--- src/rtl/mgpio_pkg.sv ---
package mgpio_pkg;
    localparam int DW      = 16;
    localparam int IW      = 7;
    localparam int NPIN    = 5;
    localparam int NSP     = NPIN - 1;
    localparam int IDW     = 2;
    localparam int IDX_ID  = 'h3C;
    localparam int IDX_ST  = 'h3E;
    localparam int IDX_GPC = 'h4C;
    localparam int PD_BIT  = 8;
    localparam int RDY_BIT = 0;

    typedef enum logic [1:0] {
        ST_LATCH = 2'd0,
        ST_RUN   = 2'd1,
        ST_MRST  = 2'd2
    } seq_t;

    // pins 0 and 1 share enable 0, every later pin has its own
    function automatic int sp_sel(input int pin);
        return (pin < 2) ? 0 : pin - 1;
    endfunction
endpackage

--- src/rtl/mgpio_seq.sv ---
module mgpio_seq
    import mgpio_pkg::*;
#(
    parameter int P_IW  = IW,
    parameter int P_IDW = IDW
) (
    input  logic             clk,
    input  logic             rst_n,
    input  logic             wr_en,
    input  logic [P_IW-1:0]  reg_idx,
    input  logic [P_IDW-1:0] id_strap,
    output logic             wr_ok,
    output logic             mrst,
    output logic [P_IDW-1:0] id_q
);
    seq_t state_q, state_d;
    logic id_wr;

    assign id_wr = wr_en && (reg_idx == P_IW'(IDX_ID));

    always_ff @(posedge clk or negedge rst_n) begin
        if (!rst_n) state_q <= ST_LATCH;
        else        state_q <= state_d;
    end

    always_comb begin
        state_d = state_q;
        unique case (state_q)
            ST_LATCH: state_d = ST_RUN;
            ST_RUN:   if (id_wr) state_d = ST_MRST;
            ST_MRST:  state_d = ST_RUN;
            default:  state_d = ST_RUN;
        endcase
    end

    always_comb begin
        wr_ok = (state_q == ST_RUN);
        mrst  = (state_q == ST_MRST);
    end

    always_ff @(posedge clk or negedge rst_n) begin
        if (!rst_n)                  id_q <= '0;
        else if (state_q == ST_LATCH) id_q <= id_strap;
    end

    AST_MRST_ONE_CYCLE: assert property (@(posedge clk) disable iff (!rst_n)
        state_q == ST_MRST |=> state_q == ST_RUN);
    AST_ID_HELD: assert property (@(posedge clk) disable iff (!rst_n)
        state_q != ST_LATCH |=> $stable(id_q));
endmodule

--- src/rtl/mgpio_ctl.sv ---
module mgpio_ctl (
    input  logic clk,
    input  logic rst_n,
    input  logic mrst,
    input  logic st_wr,
    input  logic pd_wd,
    output logic pd_q,
    output logic rdy_q
);
    always_ff @(posedge clk or negedge rst_n) begin
        if (!rst_n)     pd_q <= 1'b1;
        else if (mrst)  pd_q <= 1'b1;
        else if (st_wr) pd_q <= pd_wd;
    end

    always_ff @(posedge clk or negedge rst_n) begin
        if (!rst_n) rdy_q <= 1'b0;
        else        rdy_q <= ~pd_q;
    end

    AST_RDY_DROP: assert property (@(posedge clk) disable iff (!rst_n)
        pd_q |=> !rdy_q);
    AST_RDY_RISE: assert property (@(posedge clk) disable iff (!rst_n)
        !pd_q |=> rdy_q);
    AST_MRST_PD: assert property (@(posedge clk) disable iff (!rst_n)
        mrst |=> pd_q);
endmodule

--- src/rtl/mgpio_cfg.sv ---
module mgpio_cfg
    import mgpio_pkg::*;
#(
    parameter int P_NPIN = NPIN,
    localparam int L_NSP = P_NPIN - 1
) (
    input  logic              clk,
    input  logic              rst_n,
    input  logic              mrst,
    input  logic              cfg_wr,
    input  logic [P_NPIN-1:0] wd,
    input  logic [L_NSP-1:0]  sp_en,
    input  logic              pd,
    output logic [P_NPIN-1:0] gc_q,
    output logic [P_NPIN-1:0] gc_eff,
    output logic [P_NPIN-1:0] oe
);
    for (genvar p = 0; p < P_NPIN; p++) begin : g_pin
        localparam int SEL = sp_sel(p);
        logic ovr;
        assign ovr = sp_en[SEL];

        always_ff @(posedge clk or negedge rst_n) begin
            if (!rst_n)               gc_q[p] <= 1'b1;
            else if (mrst)            gc_q[p] <= 1'b1;
            else if (cfg_wr && !ovr)  gc_q[p] <= wd[p];
        end

        assign gc_eff[p] = gc_q[p] & ~ovr;
        assign oe[p]     = ~pd & ~gc_q[p] & ~ovr;
    end

    AST_MRST_INPUTS: assert property (@(posedge clk) disable iff (!rst_n)
        mrst |=> gc_q == '1);
endmodule

--- src/rtl/modem_gpio_regs.sv ---
module modem_gpio_regs
    import mgpio_pkg::*;
(
    input  logic            clk,
    input  logic            rst_n,
    input  logic [IDW-1:0]  id_strap,
    input  logic            link_active,
    input  logic [NSP-1:0]  sp_en,
    input  logic            wr_en,
    input  logic            rd_en,
    input  logic [IW-1:0]   reg_idx,
    input  logic [DW-1:0]   wr_data,
    output logic [DW-1:0]   rd_data,
    output logic            rd_valid,
    output logic [NPIN-1:0] gpio_oe,
    output logic            gpio_ready,
    output logic            slot12_valid
);
    logic           wr_ok, mrst;
    logic [IDW-1:0] id_q;
    logic           pd_q, rdy_q;
    logic [NPIN-1:0] gc_q, gc_eff;
    logic           hit_id, hit_st, hit_gpc, idx_hit;
    logic [DW-1:0]  rd_word;

    assign hit_id  = (reg_idx == IW'(IDX_ID));
    assign hit_st  = (reg_idx == IW'(IDX_ST));
    assign hit_gpc = (reg_idx == IW'(IDX_GPC));
    assign idx_hit = hit_id | hit_st | hit_gpc;

    mgpio_seq u_seq (
        .clk      (clk),
        .rst_n    (rst_n),
        .wr_en    (wr_en),
        .reg_idx  (reg_idx),
        .id_strap (id_strap),
        .wr_ok    (wr_ok),
        .mrst     (mrst),
        .id_q     (id_q)
    );

    mgpio_ctl u_ctl (
        .clk   (clk),
        .rst_n (rst_n),
        .mrst  (mrst),
        .st_wr (wr_en && wr_ok && hit_st),
        .pd_wd (wr_data[PD_BIT]),
        .pd_q  (pd_q),
        .rdy_q (rdy_q)
    );

    mgpio_cfg u_cfg (
        .clk    (clk),
        .rst_n  (rst_n),
        .mrst   (mrst),
        .cfg_wr (wr_en && wr_ok && hit_gpc),
        .wd     (wr_data[NPIN-1:0]),
        .sp_en  (sp_en),
        .pd     (pd_q),
        .gc_q   (gc_q),
        .gc_eff (gc_eff),
        .oe     (gpio_oe)
    );

    always_comb begin
        rd_word = '0;
        if (hit_id) begin
            rd_word[DW-1 -: IDW] = id_q;
        end else if (hit_st) begin
            rd_word[PD_BIT]  = pd_q;
            rd_word[RDY_BIT] = rdy_q;
        end else if (hit_gpc) begin
            rd_word[NPIN-1:0] = gc_eff;
        end
    end

    always_ff @(posedge clk or negedge rst_n) begin
        if (!rst_n) begin
            rd_data  <= '0;
            rd_valid <= 1'b0;
        end else begin
            rd_valid <= rd_en;
            if (rd_en) rd_data <= rd_word;
        end
    end

    assign gpio_ready   = rdy_q;
    assign slot12_valid = rdy_q & link_active;

    AST_RD_PULSE: assert property (@(posedge clk) disable iff (!rst_n)
        rd_en |=> rd_valid);
    AST_RD_QUIET: assert property (@(posedge clk) disable iff (!rst_n)
        !rd_en |=> !rd_valid);
    AST_UNMAPPED_ZERO: assert property (@(posedge clk) disable iff (!rst_n)
        rd_en && !idx_hit |=> rd_data == '0);
    AST_PD_NO_DRIVE: assert property (@(posedge clk) disable iff (!rst_n)
        pd_q |-> gpio_oe == '0);
    AST_SLOT_NEEDS_READY: assert property (@(posedge clk) disable iff (!rst_n)
        slot12_valid |-> gpio_ready);
    AST_GC_UNUSED_HIGH: assert property (@(posedge clk) disable iff (!rst_n)
        rd_en && hit_gpc |=> rd_data[DW-1:NPIN] == '0);
endmodule

--- config.mk ---
export PLATFORM = sky130hd
export DESIGN_NAME = modem_gpio_regs
export DESIGN_NICKNAME = d
export VERILOG_FILES = /design/src/rtl/mgpio_pkg.sv /design/src/rtl/mgpio_seq.sv /design/src/rtl/mgpio_ctl.sv /design/src/rtl/mgpio_cfg.sv /design/src/rtl/modem_gpio_regs.sv
export SDC_FILE = /design/constraint.sdc
export NUM_CORES = 1
export LEC_CHECK = 0
export BUFFER_PORTS_ARGS = -buffer_cell sky130_fd_sc_hd__buf_2
export CORE_UTILIZATION = 35
export CTS_CLUSTER_DIAMETER = 120
export DETAILED_ROUTE_END_ITERATION = 8
export PLACE_DENSITY = 0.61
export SLEW_MARGIN = 20
export SYNTH_ARGS = -nofsm -noshare
export SYNTH_HDL_FRONTEND = slang
export SYNTH_SLANG_ARGS = --single-unit
--- constraint.sdc ---
create_clock -name clk -period 3.6 [get_ports clk]
set_clock_uncertainty 0.1 [all_clocks]
set_input_delay 0.9 -clock clk [delete_from_list [all_inputs] [get_ports clk]]
set_output_delay 0.9 -clock clk [all_outputs]
set_load 0.02 [all_outputs]
==> flow_summary.json <==
{
  "startpoint_type": "input port",
  "final-setup-viol-count": 0,
  "yosysSeqAreaShare": 0.482,
  "layoutNonFillerInstCount": 175,
  "cpPeakStageDelay_ns": 0.24,
  "clock_latency_ns": 0.31,
  "rows": 19,
  "diodes": 0,
  "placed_cell_area_mm2": 0.00123,
  "syn_to_final_growth_pct": 22.1,
  "synth.area.top_cells": "dfrtp_1 (33%), dfstp_2 (15%), buf_4 (5.7%), inv_1 (5.0%), o32ai_1 (4.2%)",
  "critPathKind": "in2out",
  "cts_tree": "yes",
  "grt.total_usage": 0.158,
  "arrival_ns": 1.48,
  "fin_area_mm2": 0.00129,
  "dr.pass1.iters": 6,
  "yosysUniqueCellTypes": 32,
  "grt_pass1_vias": 912,
  "leakagePower_uw": 0.000648,
  "cp_top_family": "buffers and inverters",
  "cp_slowest_cell": "nor3_1",
  "finalHoldViolations": 0,
  "place_inst": 171,
  "tns_ns": 0,
  "hold_start": "rd_data[0]",
  "synth_cells": 107,
  "critPathBufInv": 2,
  "crit_fanout": 7,
  "numPortBuffers": 39,
  "io_pins": 58,
  "die_h_um": 56.9,
  "maxSlewHeadroom": 0.647,
  "clk_pin_slew_ns": 0.12,
  "status": "complete, but fails checks",
  "ant_nets": 0,
  "start_util": 0.376,
  "clock_path_buffers": 2,
  "grt_start_max_net_pins": 21,
  "synth_area_mm2": 0.00105,
  "drive_above_1_share": 0.368,
  "violations": "DRC",
  "antenna_found_initial": 0,
  "post_cts_buffers": 0,
  "coreArea_mm2": 0.00281,
  "slew_violations": 0,
  "critPathRequiredTime_ns": 2.60,
  "design.die.area_mm2": 0.00324,
  "pre_cts_ws_ns": 1.13,
  "fin_crit_sh": 0.690,
  "rsz0062_at_grt": "false",
  "cts_resized": 0,
  "synth.largest_area_cell": "dfrtp_1",
  "crit_start": "sp_en[0]",
  "worst_pin_slew_ns": 0.529,
  "synth_seq_cells": 20,
  "yosys_warnings": 0,
  "wl_mm": 2.30,
  "setup_ws_ns": 1.12,
  "post_drt_wl_per_cell_um": 13.1,
  "cts-htree-levels": 1,
  "max_freq_ghz": 0.403,
  "peakVddDrop_mv": 0.219,
  "worstPathCellList": "buf_2 > nor3_1 > buf_2",
  "gp_congestion": 0.785,
  "r2r_start": "u_seq.state_q[1]",
  "dp_hpwl_mm": 1.78,
  "chipWidth_um": 56.9,
  "worstHoldPathCells": 1,
  "num_vias": 903,
  "overflow": 0,
  "clock-root-buffer": "clkbuf_4",
  "r2r_cells": 3,
  "crit_top_cell": "buf_2",
  "power.density_mw_per_mm2": 381,
  "clock_sinks": 20,
  "hold_class": "reg2reg",
  "cts_made_buffers": 3,
  "viasPerCell": 5.16,
  "min_period_ns": 2.48,
  "final_nets": 179,
  "critical_path.endpoint_type": "output port",
  "cp.depth": 3,
  "drc_errors": 8,
  "synth_top_area_frac": 0.332,
  "grt_pass1_wl_mm": 3.94,
  "maxCapViolations": 0,
  "drtIter0Drc": 20,
  "cts_hold_buf": 0,
  "postSynthAreaPerCell_um2": 9.86
}
==> layer usage <==
metal  share of wire  global-route usage
met1            0.45               0.203
met2            0.49               0.266
met3           0.053              0.0276
met4           0.012              0.0592
met5               0                   0
==> final timing paths <==
path | endpoint | slack [ns]
min reg2reg | rd_data[0] | 0.41
min | rd_data[0] | 0.41
min in group asynchronous | rd_data[0] | 0.42
max reg2reg | u_cfg.gc_q[1] | 1.95
max | gpio_oe[0] | 1.12
max in group asynchronous | u_cfg.gc_q[4] | 2.63
==> Yosys cell counts <==
| library cell | n |
|---|---|
| dfrtp_1 | 14 |
| inv_1 | 14 |
| nor2_1 | 9 |
| buf_4 | 8 |
| dfstp_2 | 6 |
| nor3_1 | 6 |
| nand2_1 | 5 |
| nor4_1 | 5 |
| o32ai_1 | 5 |
| clkbuf_1 | 3 |
| mux2i_1 | 3 |
| a211o_1 | 2 |
| mux2_2 | 2 |
| nand3_1 | 2 |
| nand3b_1 | 2 |
| nand4b_1 | 2 |
| nand4bb_1 | 2 |
| o22ai_1 | 2 |
| o41a_1 | 2 |
| a311oi_1 | 1 |
| and2_1 | 1 |
| and3b_2 | 1 |
| and4bb_2 | 1 |
| buf_1 | 1 |
| clkbuf_2 | 1 |
| conb_1 | 1 |
| nor2b_1 | 1 |
| nor3b_1 | 1 |
| o21ai_0 | 1 |
| o22a_1 | 1 |
| o31a_1 | 1 |
| or3b_1 | 1 |
==> cell families after synthesis <==
| logic type | after synthesis | synth area share |
|---|---|---|
| muxes | 5 | 0.0498 |
| DFF | 20 | 0.482 |
| and+or+nand+nor | 39 | 0.218 |
| AOI/OAI and AO/OA | 15 | 0.121 |
| buffers and inverters | 27 | 0.126 |
| other | 1 | 0.00356 |
==> state kept, by name, indices dropped and copies added, names as in the netlist <==
name           flops
rd_data            8
u_cfg.gc_q         5
u_seq.id_q         2
u_seq.state_q      2
rd_valid           1
u_ctl.pd_q         1
u_ctl.rdy_q        1
==> metrics by stage <==
step,hold WS (ns),utilization,total power [uW]
2_1_floorplan,0.381,-,286
3_3_place_gp,0.388,0.440,308
3_5_place_dp,0.387,0.440,310
4_1_cts,0.416,0.459,495
5_1_grt,0.436,0.459,508
6_report,0.411,0.459,490
==> layout by cell type, fill, tap and decap left out, types with 3 or more instances in the layout <==
cell type	netlist	routed
inv_1	14	14
nor3_1	6	6
mux2i_1	3	3
nand2_1	5	5
dfstp_2	6	6
conb_1	1	8
o32ai_1	5	5
dfrtp_1	14	14
nor2_1	9	9
clkbuf_4	0	3
nor4_1	5	5
buf_2	0	39
==> final cells by class <==
type,instances,area [um^2]
Sequential cell,20,508
Timing Repair Buffer,39,195
Clock inverter,1,30.0
Tap cell,31,38.8
Clock buffer,3,22.5
Multi-Input combinational cell,67,440
Inverter,14,52.6
Fill cell,292,1520
==> report_power, final <==
group | total [uW] | leakage (uW) | internal [uW] | switching, uW
logic | 63.1 | 0.000372 | 23.9 | 39.2
registers | 243 | 0.000248 | 236 | 6.87
clock network | 185 | 0.0000279 | 113 | 72.1
total | 490 | 0.000648 | 372 | 118
Note: power is estimated with default switching activity, not from simulation.
